## config.mk

```make
export PLATFORM = sky130hd
export DESIGN_NAME = contention_delay_gen
export DESIGN_NICKNAME = d
export VERILOG_FILES = /design/src/rtl/ctn_pkg.sv /design/src/rtl/ctn_timebase.sv /design/src/rtl/ctn_sampler.sv /design/src/rtl/ctn_irq.sv /design/src/rtl/contention_delay_gen.sv
export SDC_FILE = /design/constraint.sdc
export NUM_CORES = 1
export LEC_CHECK = 0
export ABC_CLOCK_PERIOD_IN_PS = 3050
export BUFFER_PORTS_ARGS = -buffer_cell sky130_fd_sc_hd__clkbuf_2
export CORE_MARGIN = 4
export CORE_UTILIZATION = 40
export CTS_CLUSTER_DIAMETER = 50
export DETAILED_ROUTE_END_ITERATION = 8
export HOLD_SLACK_MARGIN = 0.02
export PLACE_DENSITY = 0.72
export SYNTH_ARGS = -nofsm -noshare
export SYNTH_HDL_FRONTEND = slang
export SYNTH_SLANG_ARGS = --single-unit
```

## constraint.sdc

```tcl
create_clock -name clk -period 3.05 [get_ports clk]
set_input_delay 0.61 -clock clk [delete_from_list [all_inputs] [get_ports clk]]
set_output_delay 0.61 -clock clk [all_outputs]
set_load 0.005 [all_outputs]
```

## src/rtl/ctn_pkg.sv

```systemverilog
package ctn_pkg;
    typedef enum logic [2:0] {
        ACC_NONE    = 3'd0,
        ACC_OPCODE  = 3'd1,
        ACC_READ    = 3'd2,
        ACC_WRITE   = 3'd3,
        ACC_REFRESH = 3'd4,
        ACC_IO      = 3'd5,
        ACC_INTACK  = 3'd6,
        ACC_OTHER   = 3'd7
    } acc_kind_t;

    typedef enum logic {
        ST_IDLE   = 1'b0,
        ST_SAMPLE = 1'b1
    } smp_state_t;

    typedef enum logic {
        IRQ_WAIT = 1'b0,
        IRQ_HIGH = 1'b1
    } irq_state_t;

    function automatic logic kind_can_stall(input acc_kind_t k);
        return (k == ACC_OPCODE) || (k == ACC_READ) || (k == ACC_WRITE);
    endfunction
endpackage

```

## src/rtl/ctn_timebase.sv

```systemverilog
module ctn_timebase #(
    parameter int LINE_HC = 456,
    parameter int LINES   = 311,
    parameter int FRAME_W = 8,
    localparam int HPOS_W = $clog2(LINE_HC),
    localparam int LINE_W = $clog2(LINES)
) (
    input  logic              clk,
    input  logic              rst_n,
    output logic [HPOS_W-1:0] hpos,
    output logic [LINE_W-1:0] line,
    output logic [FRAME_W-1:0] frame
);
    localparam logic [HPOS_W-1:0] H_LAST = HPOS_W'(LINE_HC - 1);
    localparam logic [LINE_W-1:0] L_LAST = LINE_W'(LINES - 1);

    logic line_end, frame_end;
    assign line_end  = (hpos == H_LAST);
    assign frame_end = line_end && (line == L_LAST);

    always_ff @(posedge clk) begin
        if (!rst_n) begin
            hpos  <= '0;
            line  <= '0;
            frame <= '0;
        end else begin
            hpos <= line_end ? '0 : hpos + 1'b1;
            if (line_end) line <= (line == L_LAST) ? '0 : line + 1'b1;
            if (frame_end) frame <= frame + 1'b1;
        end
    end

    a_r1_hpos_wrap: assert property (@(posedge clk) disable iff (!rst_n)
        (hpos == H_LAST) |=> (hpos == '0));
    a_r1_line_step: assert property (@(posedge clk) disable iff (!rst_n)
        (hpos != H_LAST) |=> $stable(line));
    a_r2_frame_wrap: assert property (@(posedge clk) disable iff (!rst_n)
        (hpos == H_LAST && line == L_LAST) |=> (line == '0));
endmodule

```

## src/rtl/ctn_sampler.sv

```systemverilog
module ctn_sampler
    import ctn_pkg::*;
#(
    parameter int LINE_HC    = 456,
    parameter int LINES      = 311,
    parameter int DISP_LINES = 192,
    parameter int WIN_HC     = 258,
    parameter int DELAY_W    = 4,
    parameter int PAT_N      = 16,
    parameter logic [PAT_N*DELAY_W-1:0] PATTERN = 64'h3456789ABCDE0012,
    localparam int HPOS_W = $clog2(LINE_HC),
    localparam int LINE_W = $clog2(LINES),
    localparam int IDX_W  = $clog2(PAT_N)
) (
    input  logic               clk,
    input  logic               rst_n,
    input  logic [HPOS_W-1:0]  hpos,
    input  logic [LINE_W-1:0]  line,
    input  logic               start,
    input  acc_kind_t          kind,
    input  logic               bank_hit,
    output logic               stall_valid,
    output logic [DELAY_W-1:0] stall_hc
);
    localparam logic [LINE_W-1:0] DISP_END = LINE_W'(DISP_LINES);
    localparam logic [HPOS_W-1:0] WIN_END  = HPOS_W'(WIN_HC);

    smp_state_t state_q, state_d;
    logic kind_ok_q, bank_ok_q;
    logic in_window, hit;
    logic [IDX_W-1:0] idx;
    logic [DELAY_W-1:0] pat_val;

    always_comb begin
        state_d = state_q;
        unique case (state_q)
            ST_IDLE:   if (start) state_d = ST_SAMPLE;
            ST_SAMPLE: state_d = start ? ST_SAMPLE : ST_IDLE;
            default:   state_d = ST_IDLE;
        endcase
    end

    always_ff @(posedge clk) begin
        if (!rst_n) begin
            state_q   <= ST_IDLE;
            kind_ok_q <= 1'b0;
            bank_ok_q <= 1'b0;
        end else begin
            state_q <= state_d;
            if (start) begin
                kind_ok_q <= kind_can_stall(kind);
                bank_ok_q <= bank_hit;
            end
        end
    end

    // During ST_SAMPLE the timebase already shows the strobe position plus one.
    assign in_window = (line < DISP_END) && (hpos < WIN_END);
    assign hit       = kind_ok_q && bank_ok_q && in_window;
    assign idx       = IDX_W'(hpos % HPOS_W'(PAT_N));
    assign pat_val   = PATTERN[idx*DELAY_W +: DELAY_W];

    always_ff @(posedge clk) begin
        if (!rst_n) begin
            stall_valid <= 1'b0;
            stall_hc    <= '0;
        end else begin
            stall_valid <= (state_q == ST_SAMPLE);
            stall_hc    <= (state_q == ST_SAMPLE && hit) ? pat_val : '0;
        end
    end

    a_r4_result_follows: assert property (@(posedge clk) disable iff (!rst_n)
        (state_q == ST_SAMPLE) |=> stall_valid);
    a_r4_no_spurious: assert property (@(posedge clk) disable iff (!rst_n)
        (state_q == ST_IDLE) |=> (!stall_valid && stall_hc == '0));
    a_r5_window_end: assert property (@(posedge clk) disable iff (!rst_n)
        (state_q == ST_SAMPLE && hpos >= WIN_END) |=> (stall_hc == '0));
    a_r7_bank_clear: assert property (@(posedge clk) disable iff (!rst_n)
        (state_q == ST_SAMPLE && !bank_ok_q) |=> (stall_hc == '0));
    a_r8_kind_clear: assert property (@(posedge clk) disable iff (!rst_n)
        (state_q == ST_SAMPLE && !kind_ok_q) |=> (stall_hc == '0));
    a_r9_blank_line: assert property (@(posedge clk) disable iff (!rst_n)
        (state_q == ST_SAMPLE && line >= DISP_END) |=> (stall_hc == '0));
endmodule

```

## src/rtl/ctn_irq.sv

```systemverilog
module ctn_irq
    import ctn_pkg::*;
#(
    parameter int LINE_HC       = 456,
    parameter int LINES         = 311,
    parameter int LEAD_HC       = 12,
    parameter int IRQ_BEFORE_HC = 28736,
    parameter int IRQ_PULSE_HC  = 64,
    localparam int HPOS_W  = $clog2(LINE_HC),
    localparam int LINE_W  = $clog2(LINES),
    localparam int CNT_W   = $clog2(IRQ_PULSE_HC),
    localparam int FRAME_HC = LINE_HC * LINES,
    localparam int IRQ_ABS  = (FRAME_HC - IRQ_BEFORE_HC + LEAD_HC) % FRAME_HC,
    localparam int PRE_ABS  = (IRQ_ABS + FRAME_HC - 1) % FRAME_HC
) (
    input  logic              clk,
    input  logic              rst_n,
    input  logic [HPOS_W-1:0] hpos,
    input  logic [LINE_W-1:0] line,
    output logic              irq
);
    localparam logic [HPOS_W-1:0] PRE_H = HPOS_W'(PRE_ABS % LINE_HC);
    localparam logic [LINE_W-1:0] PRE_L = LINE_W'(PRE_ABS / LINE_HC);
    localparam logic [HPOS_W-1:0] IRQ_H = HPOS_W'(IRQ_ABS % LINE_HC);
    localparam logic [LINE_W-1:0] IRQ_L = LINE_W'(IRQ_ABS / LINE_HC);
    localparam logic [CNT_W-1:0]  CNT_TOP = CNT_W'(IRQ_PULSE_HC - 1);

    irq_state_t state_q, state_d;
    logic [CNT_W-1:0] cnt_q;
    logic at_pre;

    assign at_pre = (hpos == PRE_H) && (line == PRE_L);

    always_comb begin
        state_d = state_q;
        unique case (state_q)
            IRQ_WAIT: if (at_pre) state_d = IRQ_HIGH;
            IRQ_HIGH: if (cnt_q == '0) state_d = IRQ_WAIT;
            default:  state_d = IRQ_WAIT;
        endcase
    end

    always_ff @(posedge clk) begin
        if (!rst_n) state_q <= IRQ_WAIT;
        else        state_q <= state_d;
    end

    always_ff @(posedge clk) begin
        if (!rst_n) begin
            irq   <= 1'b0;
            cnt_q <= '0;
        end else begin
            irq <= (state_d == IRQ_HIGH);
            if (state_q == IRQ_WAIT && state_d == IRQ_HIGH) cnt_q <= CNT_TOP;
            else if (state_q == IRQ_HIGH)                   cnt_q <= cnt_q - 1'b1;
        end
    end

    a_r10_rise_point: assert property (@(posedge clk) disable iff (!rst_n)
        $rose(irq) |-> (hpos == IRQ_H && line == IRQ_L));
    a_r10_pulse_end: assert property (@(posedge clk) disable iff (!rst_n)
        (irq && cnt_q == '0) |=> !irq);
    a_r10_hold: assert property (@(posedge clk) disable iff (!rst_n)
        (irq && cnt_q != '0) |=> irq);
endmodule

```

## src/rtl/contention_delay_gen.sv

```systemverilog
module contention_delay_gen
    import ctn_pkg::*;
#(
    parameter int LINE_HC       = 456,
    parameter int LINES         = 311,
    parameter int DISP_LINES    = 192,
    parameter int LEAD_HC       = 12,
    parameter int WIN_HC        = 258,
    parameter int IRQ_BEFORE_HC = 28736,
    parameter int IRQ_PULSE_HC  = 64,
    parameter int DELAY_W       = 4,
    parameter int PAT_N         = 16,
    parameter logic [PAT_N*DELAY_W-1:0] PATTERN = 64'h3456789ABCDE0012,
    parameter int FRAME_W       = 8,
    parameter int ADDR_W        = 16,
    parameter int BANKS         = 4,
    localparam int HPOS_W = $clog2(LINE_HC),
    localparam int LINE_W = $clog2(LINES),
    localparam int BANK_W = $clog2(BANKS)
) (
    input  logic               clk,
    input  logic               rst_n,
    input  logic               acc_start_i,
    input  logic [2:0]         acc_kind_i,
    input  logic [ADDR_W-1:0]  acc_addr_i,
    input  logic [BANKS-1:0]   bank_contended_i,
    output logic               stall_valid_o,
    output logic [DELAY_W-1:0] stall_hc_o,
    output logic               irq_o,
    output logic [HPOS_W-1:0]  hpos_o,
    output logic [LINE_W-1:0]  line_o,
    output logic [FRAME_W-1:0] frame_o
);
    logic [BANK_W-1:0] bank_idx;
    logic bank_hit;

    assign bank_idx = BANK_W'(acc_addr_i >> (ADDR_W - BANK_W));
    assign bank_hit = bank_contended_i[bank_idx];

    ctn_timebase #(.LINE_HC(LINE_HC), .LINES(LINES), .FRAME_W(FRAME_W)) u_tb (
        .clk(clk), .rst_n(rst_n), .hpos(hpos_o), .line(line_o), .frame(frame_o)
    );

    ctn_sampler #(
        .LINE_HC(LINE_HC), .LINES(LINES), .DISP_LINES(DISP_LINES), .WIN_HC(WIN_HC),
        .DELAY_W(DELAY_W), .PAT_N(PAT_N), .PATTERN(PATTERN)
    ) u_smp (
        .clk(clk), .rst_n(rst_n), .hpos(hpos_o), .line(line_o),
        .start(acc_start_i), .kind(acc_kind_t'(acc_kind_i)), .bank_hit(bank_hit),
        .stall_valid(stall_valid_o), .stall_hc(stall_hc_o)
    );

    ctn_irq #(
        .LINE_HC(LINE_HC), .LINES(LINES), .LEAD_HC(LEAD_HC),
        .IRQ_BEFORE_HC(IRQ_BEFORE_HC), .IRQ_PULSE_HC(IRQ_PULSE_HC)
    ) u_irq (
        .clk(clk), .rst_n(rst_n), .hpos(hpos_o), .line(line_o), .irq(irq_o)
    );
endmodule

```

==> Yosys cells after proc, flatten, opt, wreduce, memory -nomap -nowiden <==
Index checks and enable logic that the tools add are counted.
{ "totals": {"mem_bits_rw": 0, "mem_count": 0, "out_inout_bits": 32, "romBits": 0, "latchBits": 0, "ff_bits": 41, "elab_cells": 49, "inputBits": 26} }
{ "op_classes": {"multipliers": 0, "shift": 1, "n_reduce_logical": 13, "eq_ne": 7, "div_mod_pow": 0, "muxes": 9, "bitwise_logic": 2, "order_cmp": 3, "addsub": 4} }
{ "ops": {"columns": ["cell", "n"], "rows": [
  ["variable part select 64 x 7 -> 4 bit, first input constant", 1],
  ["adder 9 x 1 -> 9 bit, second input constant", 2],
  ["equality test 9 bit, second input constant", 2],
  ["two-way mux 6 bit", 2],
  ["equality test 9 x 2 -> 1 bit, second input constant", 1],
  ["equality test 9 x 8 -> 1 bit, second input constant", 1],
  ["less-than comparator 9 x 8 -> 1 bit, second input constant", 1],
  ["less-than comparator 9 bit, second input constant", 1],
  ["two-way mux 9 bit", 1],
  ["adder 8 x 1 -> 8 bit, second input constant", 1],
  ["logical AND 1 bit", 7],
  ["equality test 3 x 2 -> 1 bit, second input constant", 2],
  ["zero test 6 bit", 1],
  ["subtractor 6 x 1 -> 6 bit, second input constant", 1],
  ["two-way mux 1 bit", 4],
  ["equality test 3 x 1 -> 1 bit, second input constant", 1],
  ["less-than comparator 2 x 3 -> 1 bit, second input constant", 1],
  ["binary-select mux 1 bit (select 2 bit)", 1],
  ["logical OR 1 bit", 2],
  ["inverter 1 bit", 2],
  ["case mux 1 bit (2 select lines)", 1],
  ["AND reduction 2 bit", 1],
  ["nonzero test 2 bit", 1],
  ["OR reduction 2 bit", 1]
]} }

==> Longest topological paths before layout <==
Gate-level depths: netlist of run 1.
{ "depth": {"ltp_word": 6, "depth_mapped": 7, "depth_no_buf": 6} }

==> Cells and area by module <==
A second synthesis of run 1 with hierarchy kept.
{ "unflattened": {"cells_unflattened": 220, "area_unflattened_um2": 2072.0} }
{ "by_module_without_submodules": {"columns": ["mod", "cells_per_inst", "instances", "seq_area_each_um2", "area_per_inst_um2"], "rows": [
  ["ctn_timebase", 137, 1, 520.5, 1221.2],
  ["ctn_irq", 42, 1, 140.1, 436.7],
  ["ctn_sampler", 40, 1, 160.2, 391.6],
  ["contention_delay_gen", 1, 1, 0.0, 22.5]
]} }

==> Worst setup path after synthesis of run 1 <==
Ideal clock, no wire load.
{ "synth_path": {"path_kind": "reg2reg", "start": "reg u_tb.hpos[3]", "end": "reg u_tb.frame[5]", "t_required_ns": 2.979, "synth_period_minus_slack_ns": 2.225, "arrival_ns": 2.154, "slack_ns": 0.825, "setup_ns": 0.071, "n_path_buf": 1, "path_stages_with_launch": 6, "cell_sequence": "dfxtp_1 -> buf_6 -> or4b_1 -> or4_4 -> or4_1 -> a21oi_1"} }
{ "synth_between": {"elab_chain_len": 2} }
{ "synth_rtl": {"columns": ["item", "line", "rtl"], "rows": [
  ["from (decl)", "ctn_timebase.sv:10", "output logic [HPOS_W-1:0] hpos,"],
  ["from (signal assigned)", "ctn_timebase.sv:27", "hpos <= line_end ? '0 : hpos + 1'b1;"],
  ["equality test 9 bit", "ctn_timebase.sv:18", "assign line_end = (hpos == H_LAST);"],
  ["logical AND 1 bit", "ctn_timebase.sv:19", "assign frame_end = line_end && (line == L_LAST);"],
  ["to (signal assigned)", "ctn_timebase.sv:29", "if (frame_end) frame <= frame + 1'b1;"],
  ["to (decl)", "ctn_timebase.sv:12", "output logic [FRAME_W-1:0] frame"]
]} }
Every way passes these cells.
A chain may end at the register's enable or synchronous reset.

==> Worst setup path after layout of run 1 <==
{ "layout_path": {"start": "reg u_tb.hpos[2]", "end": "reg u_tb.frame[5]"} }
Same word-level chain as after synthesis.

==> results of run 1 <==
[cell type report]
cell class              instances  area share, %
flip-flops and latches         41           36.4
inverters                      11           1.83
clock inverters                 2          0.443
multi-input cells             158           44.7
clock buffers                   6           3.22
repair buffers                 46           10.5
well taps                      52           2.88
[how the worst max path moves through the flow]
| stage | from | endpoint | slack (ns) | cells after the start |
|---|---|---|---|---|
| after floorplan | u_tb.hpos[3] | u_tb.frame[5] | 0.83 | 5 |
| after global placement | u_tb.hpos[2] | u_tb.frame[5] | 0.62 | 4 |
| after detailed placement | u_tb.hpos[2] | u_tb.frame[5] | 0.60 | 4 |
| after CTS | u_tb.hpos[2] | u_tb.frame[5] | 0.58 | 4 |
| after global routing | u_tb.hpos[2] | u_tb.frame[5] | 0.47 | 4 |
| final | u_tb.hpos[2] | u_tb.frame[5] | 0.58 | 4 |
[metrics by stage]
stage                     instances  worst slack (ns)  utilization (%)
final                           316             0.583             50.1
after global routing            316             0.473             50.1
after CTS                       316             0.579             50.1
after detailed placement        308             0.596             48.3
after global placement          308             0.623             48.3
after floorplan                 219             0.825                -
[per-layer routing]
metal | track usage, % | routed length (um) | part of all wire (%) | vias to the layer above
met1 | 16.6 | 1920 | 47 | 775
met2 | 24.2 | 1940 | 48 | 22
li1 | - | - | - | 858
met4 | 5.52 | 55 | 1.4 | 0
met3 | 4.33 | 149 | 3.7 | 6
met5 | 0 | 0 | 0 | -
[state kept, by name (all words and copies together) (netlist names)]
signal,flops
u_irq.cnt_q,6
u_irq.state_q,1
u_smp.bank_ok_q,1
u_smp.kind_ok_q,1
u_smp.stall_hc,4
u_smp.stall_valid,1
u_smp.state_q,1
u_tb.frame,8
u_tb.hpos,9
u_tb.line,9
[kinds of logic after synthesis]
logic type | share of synthesized area (%)
DFF | 42.9
buffers and inverters | 4.38
xor gates and xnor gates | 7.78
muxes | 3.86
AOI/OAI and AO/OA | 8.82
and+or+nand+nor | 26.4
adders and majority gates | 5.88
[worst min-delay path: stages, from the launching register on]
cell	delay [ns]
dfxtp_1	0.32
o21ai_0	0.07
a21oi_1	0.06
[power groups by stage]
stage	Clock [mW]	Combinational, mW	Sequential, mW
finish	0.346	0.0543	0.549
global route	0.381	0.0611	0.550
CTS	0.352	0.0550	0.549
detailed placement	0	0.0546	0.561
global placement	0	0.0534	0.561
floorplan	0	0.0346	0.560
[cells in the final DEF, fill, tap and decap left out, drive strengths merged, types with 4 or more instances in the layout]
master / n
clkbuf: 49
dfxtp: 41
nor2: 32
nand2: 13
inv: 11
nand4: 10
a21oi: 10
o21ai: 10
nand3: 9
xnor2: 9
ha: 9
or3: 8
xor2: 8
nor4: 5
nor3: 5
mux2i: 4
o211ai: 4
==> impl_metrics.json, run 1 <==
{
  "status": "completed",
  "wl_per_cell_um": 12.9,
  "syn_avg_cell_area_um2": 8.74,
  "grt_max_degree": 16,
  "period_share_pct": 80.9,
  "drt-pass1-iter-count": 4,
  "crit_fanout": 15,
  "synth_top_area_share_pct": 42.9,
  "grtUsageTotal_pct": 14.2,
  "antenna_found_initial": 0,
  "ant_nets": 0,
  "fin_skew_ns": 0.00391,
  "postCtsHoldBufs": 0,
  "clk_latency_ns": 0.30,
  "reg2reg_slack_ns": 0.58,
  "critPathCaptureType": "flop",
  "switching_share_pct": 23.7,
  "cp_num_buf_inv": 0,
  "area_growth_pct": 17.9,
  "antenna_cells": 0,
  "ff_latch_area_um2": 821,
  "cts_buffers": 5,
  "ioPinCount": 58,
  "yosys_most_used_dff": "dfxtp_1",
  "switchingPower_mw": 0.224,
  "netlist_instances": 219,
  "tns_ns": 0,
  "cpPeakStageDelay_ns": 0.65,
  "required_ns": 3.28,
  "startpoint_type": "flop",
  "port_buffers": 43,
  "synth_most_common_cell": "dfxtp_1",
  "max_freq_ghz": 0.405,
  "critPathArrivalTime_ns": 2.70,
  "ir_worst_vdd_mv": 0.213,
  "internal_power_mw": 0.724,
  "ys_warn_count": 0,
  "multi_input_area_um2": 1010,
  "rsz0062_at_grt": "no",
  "design_area_um2": 2260,
  "clk_pin_slew_ns": 0.08,
  "vias_per_cell": 5.26,
  "synthArstFlopShare_pct": 0,
  "cpLargestDelayFamily": "simple AND/OR/NAND/NOR gates",
  "pwr-share-clk_pct": 36.4,
  "hp-class": "flop to flop",
  "slew_headroom_pct": 57.2,
  "drv_slew": 0,
  "first_iter_violations": 108,
  "synth_area_um2": 1910,
  "r2r_end": "u_tb.frame[5]",
  "cap_violations": 0,
  "die_y_um": 77.2,
  "grt_overflow_total": 0,
  "dieArea_um2": 5960,
  "dp_hpwl_um": 2940,
  "hold_start": "u_tb.frame[7]",
  "grt_pass1_vias": 1599,
  "core_um2": 4500,
  "fill_cells": 439,
  "fp-row-count": 24,
  "vias": 1661,
  "hold_slack_ns": 0.490,
  "drcViolationCount": 0,
  "slowest_stage": "or4_4",
  "power_frac_comb_pct": 5.7,
  "synth_seq_cells": 41,
  "setup_viol": 0,
  "crit_chain": "or4b_1 -> or4_4 -> or4_1 -> a21oi_1",
  "finalHoldViolations": 0,
  "synthTopCellsByCount": "dfxtp_1, nor2_1, nand2_1",
  "ctsRootBufferMaster": "clkbuf_8",
  "hold_end": "u_tb.frame[7]",
  "min_path_cells": 2,
  "yosysSeqAreaShare_pct": 42.9,
  "grt_pass1_wl_um": 6920,
  "layout.nets": 298,
  "worst_pin_slew_ns": 0.638,
  "postCtsSetupBuffers": 0,
  "gp_congestion": 0.786,
  "yosys.cell_types.count": 35,
  "ctsResizeCount": 0,
  "h-tree-depth": 2,
  "clock_sinks": 41,
  "die_x_um": 77.2,
  "start_util_pct": 42.5,
  "synth.net_count": 254,
  "placed_cell_area_um2": 2170,
  "synth_top_area_cell": "dfxtp_1",
  "power.density_nw_per_um2": 420,
  "power.leakage_nw": 0.892,
  "cts.path.max_buffers": 2,
  "synthTopCellsByArea": "dfxtp_1, nor2_1, ha_1, xnor2_1, xor2_1",
  "drive_gt1_share_pct": 22.0,
  "worstSetupPathType": "flop to flop",
  "period_minus_slack_ns": 2.47,
  "p_total_mw": 0.949,
  "cts_tree": "yes",
  "ff2ff_path_depth": 4,
  "synth_edf_count": 0,
  "wirelength_um": 4060,
  "r2r_start": "u_tb.hpos[2]",
  "p_seq_share_pct": 57.8
}
No activity file was read; power rests on OpenSTA's default activity.
==> run 2, diff against run 1 <==
- ABC_CLOCK_PERIOD_IN_PS: 3050 -> 2600
- clock period: 3.05 -> 2.6 ns (I/O delays scaled with it)
==> impl_metrics.json, run 2 (synthesized netlist as in run 1, its figures left out) <==
{
  "status": "completed",
  "internal_power_mw": 0.852,
  "core_um2": 4500,
  "grtUsageTotal_pct": 15.0,
  "antenna_found_initial": 0,
  "pwr-share-clk_pct": 36.0,
  "p_seq_share_pct": 57.7,
  "power_frac_comb_pct": 6.3,
  "gp_congestion": 0.764,
  "wirelength_um": 4110,
  "mostFrequentLayoutCell": "clkbuf_2",
  "setup_viol": 0,
  "slew_headroom_pct": 56.9,
  "postCtsSetupBuffers": 0,
  "period_share_pct": 90.8,
  "worst_pin_slew_ns": 0.642,
  "worstSetupPathType": "flop to flop",
  "antenna_cells": 0,
  "grt_pass1_wl_um": 7300,
  "h-tree-depth": 2,
  "switchingPower_mw": 0.259,
  "max_freq_ghz": 0.423,
  "hp-class": "flop to flop",
  "cts_buffers": 5,
  "clk_pin_slew_ns": 0.07,
  "drive_gt1_share_pct": 23.1,
  "ir_worst_vdd_mv": 0.341,
  "fill_cells": 451,
  "final_cell_mix": "clkbuf_2, dfxtp_1, nor2_1",
  "final_cells": 320,
  "power.density_nw_per_um2": 486,
  "startpoint_type": "flop",
  "clock_sinks": 41,
  "crit_fanout": 15,
  "min_path_cells": 2,
  "area_growth_pct": 19.5,
  "ctsResizeCount": 0,
  "ff2ff_path_depth": 4,
  "ff_latch_area_um2": 821,
  "p_total_mw": 1.11,
  "cap_violations": 0,
  "layout.nets": 302,
  "fin_skew_ns": 0.00381,
  "grt_pass1_vias": 1591,
  "tns_ns": 0,
  "drt-pass1-iter-count": 4,
  "drv_slew": 0,
  "required_ns": 2.82,
  "power.leakage_nw": 0.914,
  "die_x_um": 77.2,
  "period_minus_slack_ns": 2.36,
  "dp.cells": 312,
  "cts_tree": "yes",
  "clk_latency_ns": 0.29,
  "fp-row-count": 24,
  "grt_max_degree": 16,
  "ctsRootBufferMaster": "clkbuf_8",
  "grt_overflow_total": 0,
  "dp_hpwl_um": 2990,
  "critPathCaptureType": "flop",
  "reg2reg_slack_ns": 0.24,
  "post-route-util_pct": 50.8,
  "start_util_pct": 42.5,
  "rsz0062_at_grt": "no",
  "port_buffers": 43,
  "critPathArrivalTime_ns": 2.58,
  "drcViolationCount": 0,
  "ioPinCount": 58,
  "vias_per_cell": 5.21,
  "wl_per_cell_um": 12.8,
  "multi_input_area_um2": 1010,
  "postCtsHoldBufs": 0,
  "vias": 1668,
  "top_regs": "u_tb.hpos x9, u_tb.line x9, u_tb.frame x8",
  "ant_nets": 0,
  "die_y_um": 77.2,
  "dieArea_um2": 5960,
  "first_iter_violations": 103,
  "cts.path.max_buffers": 2,
  "switching_share_pct": 23.3,
  "finalHoldViolations": 0
}
-- run 2: changes by cell type in the layout (fill, tap and decap cells not counted) --
| cell | change |
|---|---|
| buf_4 | +4 |
-- run 2: routing by layer --
metal	track usage (%)	routed length (um)	vias up
met3	4.92	166	6
met1	18.6	1940	772
met5	0	0	-
met4	4.80	60	0
li1	-	-	868
met2	24.3	1940	22
-- run 2: worst paths after layout --
path                                      start               to
worst max-delay path               u_tb.line[3]    u_tb.frame[5]
worst min-delay path            u_smp.kind_ok_q  u_smp.kind_ok_q
worst max register to register     u_tb.line[3]    u_tb.frame[5]
worst min register to register  u_smp.kind_ok_q  u_smp.kind_ok_q
-- run 2: power groups by stage --
stage / clock, mW / combinational (mW) / sequential, mW
2_1_floorplan: 0 / 0.0405 / 0.657
3_3_place_gp: 0 / 0.0682 / 0.656
3_5_place_dp: 0 / 0.0705 / 0.656
4_1_cts: 0.419 / 0.0707 / 0.641
5_1_grt: 0.446 / 0.0794 / 0.642
6_report: 0.400 / 0.0699 / 0.641
-- run 2: final cells by class --
type / count / share of cell area, %
well taps: 52 / 2.84
clock inverters: 2 / 0.438
repair buffers: 50 / 11.7
clock buffers: 6 / 3.17
multi-input cells: 158 / 44.1
inverters: 11 / 1.81
flip-flops and latches: 41 / 35.9
-- run 2: through the flow --
stage	hold slack, ns	worst slack (ns)	instance area (um2)
2_1_floorplan	0.435	0.375	1910
3_3_place_gp	0.473	0.285	2200
6_report	0.494	0.238	2290
3_5_place_dp	0.481	0.240	2200
4_1_cts	0.488	0.235	2290
5_1_grt	0.494	0.150	2290
-- run 2: critical path: stages (launching register included) --
cell     delay, ns
dfxtp_1       0.37
or4b_2        0.71
or4_4         0.54
or4_1         0.53
a21oi_1       0.15
==> run 3, diff against run 2 <==
- ABC_AREA: default -> 1
- PLACE_DENSITY: 0.72 -> 0.7
==> impl_metrics.json, run 3 <==
{
  "yosysSeqAreaShare_pct": 37.6,
  "setup_viol": 0,
  "min_path_cells": 2,
  "area_growth_pct": 16.6,
  "port_buffers": 43,
  "internal_power_mw": 0.852,
  "status": "completed",
  "drt-pass1-iter-count": 4,
  "pwr-share-clk_pct": 36.2,
  "fill_cells": 563,
  "r2r_start": "u_tb.hpos[0]",
  "grt_pass1_wl_um": 8350,
  "clk_pin_slew_ns": 0.08,
  "cts_buffers": 5,
  "cts_tree": "yes",
  "drv_slew": 0,
  "startpoint_type": "flop",
  "grtUsageTotal_pct": 15.6,
  "switchingPower_mw": 0.254,
  "syn_avg_cell_area_um2": 6.83,
  "post-place-ws_ns": 0.711,
  "dieArea_um2": 6710,
  "power_frac_comb_pct": 5.6,
  "wirelength_um": 4710,
  "h-tree-depth": 2,
  "mostFrequentLayoutCell": "nand2_1",
  "critPathArrivalTime_ns": 2.07,
  "worst_pin_slew_ns": 0.449,
  "synth_xor_area_share_pct": 1.20,
  "critPathCaptureType": "flop",
  "power.leakage_nw": 1.20,
  "synth_top_area_share_pct": 37.6,
  "worstSetupPathType": "flop to flop",
  "grt_max_degree": 17,
  "fin_skew_ns": 0.00442,
  "synth.area.mux_share_pct": 0.458,
  "synthTopCellsByCount": "nand2_1, inv_1, nor2_1",
  "die_y_um": 81.9,
  "cpPeakStageDelay_ns": 0.48,
  "cp_num_buf_inv": 2,
  "ir_worst_vdd_mv": 0.170,
  "synth_most_common_cell": "nand2_1",
  "yosys.cell_types.count": 30,
  "hp-class": "flop to flop",
  "switching_share_pct": 22.9,
  "required_ns": 2.78,
  "power.density_nw_per_um2": 434,
  "clk_latency_ns": 0.29,
  "cpLargestDelayFamily": "simple AND/OR/NAND/NOR gates",
  "synth_area_um2": 2190,
  "clock_sinks": 41,
  "vias_per_cell": 4.68,
  "synth_seq_cells": 41,
  "synth_edf_count": 0,
  "hold_slack_ns": 0.451,
  "max_freq_ghz": 0.529,
  "synth_top_family_by_area": "simple AND/OR/NAND/NOR gates",
  "netlist_instances": 320,
  "crit_fanout": 16,
  "synth_top_area_cell": "dfxtp_1",
  "drcViolationCount": 0,
  "vias": 2055,
  "synth-simple-area-share_pct": 35.5,
  "dp_hpwl_um": 3580,
  "crit_top_cell": "inv_1",
  "reg2reg_slack_ns": 0.71,
  "final_cell_mix": "nand2_1, inv_1, nor2_1",
  "timing.final.ws_setup_ns": 0.709,
  "ant_nets": 0,
  "hold_end": "u_smp.stall_valid",
  "antenna_found_initial": 0,
  "rsz0062_at_grt": "no",
  "ff2ff_path_depth": 8,
  "period_minus_slack_ns": 1.89,
  "finalHoldViolations": 0,
  "core_um2": 5200,
  "synthArstFlopShare_pct": 0,
  "ioPinCount": 58,
  "postCtsHoldBufs": 0,
  "die_x_um": 81.9,
  "layout.nets": 403,
  "antenna_cells": 0,
  "first_iter_violations": 99,
  "cap_violations": 0,
  "hold_start": "u_smp.state_q",
  "drive_gt1_share_pct": 17.9,
  "p_seq_share_pct": 58.2,
  "cts.path.max_buffers": 2,
  "gp_congestion": 0.797,
  "ys_warn_count": 0,
  "synthTopCellsByArea": "dfxtp_1, nand2_1, inv_1, nor2_1, nand3_1",
  "yosys.area_share.adder_pct": 5.15,
  "ctsRootBufferMaster": "clkbuf_8",
  "synth-compound-area-share_pct": 9.79,
  "start_util_pct": 42.0,
  "critPathLaunch": "u_tb.hpos[0]",
  "tns_ns": 0,
  "r2r_end": "u_tb.line[1]",
  "postCtsSetupBuffers": 0,
  "synth.net_count": 355,
  "wl_per_cell_um": 10.7,
  "crit_chain": "ha_1 -> nand2_1 -> inv_1 -> nand2_2 -> nor2_8 -> nor2_1 -> inv_1 -> o21ai_0",
  "slowest_stage": "dfxtp_1",
  "slew_headroom_pct": 69.7,
  "period_share_pct": 72.7,
  "grt_overflow_total": 0,
  "fp-row-count": 26,
  "yosys_most_used_dff": "dfxtp_1",
  "top_regs": "u_tb.hpos x9, u_tb.line x9, u_tb.frame x8",
  "ctsResizeCount": 0,
  "grt_pass1_vias": 1992
}
==> run 3: worst register-to-register path, delay by kind of cell, from the launching register on <==
family	cells	cell delay (ns)
compound gates	1	0.11
simple gates	4	0.58
fa+ha+maj	1	0.32
buf+inv	2	0.29
flops	1	0.48
==> run 3: layout make-up <==
class,instances,area [um2],area share [%]
multi-input cells,223,1140,44.7
clock buffers,8,80.1,3.14
flip-flops and latches,41,821,32.2
inverters,53,199,7.81
repair buffers,44,223,8.74
well taps,70,87.6,3.44
==> run 3: kinds of logic (layout without fill, tap and decap cells) <==
family | after synthesis | in the layout
flip-flops | 41 | 41
multiplexers | 1 | 1
buffers and inverters | 56 | 105
AND/OR/NAND/NOR | 170 | 170
adder cells (fa/ha/maj) | 9 | 9
AO/OA/AOI/OAI | 40 | 40
XOR/XNOR | 3 | 3
==> run 3: power by group through the flow <==
stage	Sequential (mW)	Combinational [mW]	Clock (mW)
after floorplan	0.657	0.0390	0
after global placement	0.659	0.0617	0
after detailed placement	0.658	0.0629	0
after CTS	0.643	0.0632	0.415
after global routing	0.645	0.0731	0.436
final	0.644	0.0624	0.400
==> run 3: worst max path at each step <==
stage | to | slack (ns) | cells after the start
after floorplan | u_tb.frame[4] | 1.07 | 9
final | u_tb.line[1] | 0.71 | 8
after global routing | u_tb.line[1] | 0.48 | 8
after detailed placement | u_tb.line[1] | 0.71 | 8
after global placement | u_tb.line[1] | 0.75 | 8
after CTS | u_tb.line[1] | 0.69 | 8
==> run 3: per-layer routing <==
metal,vias to the layer above,track usage [%],share of wire [%]
met1,911,18.6,49
met3,6,3.73,3.8
met4,0,4.49,1.3
met5,-,0,0
met2,32,27.8,46
li1,1106,-,-
==> run 3: stage by stage <==
step	instances	util, %	power, mW	area, um2
6_report	439	49.0	1.11	2550
5_1_grt	439	49.0	1.15	2550
4_1_cts	439	49.0	1.12	2550
3_5_place_dp	431	47.4	0.721	2470
3_3_place_gp	431	47.4	0.720	2470
2_1_floorplan	320	-	0.696	2190
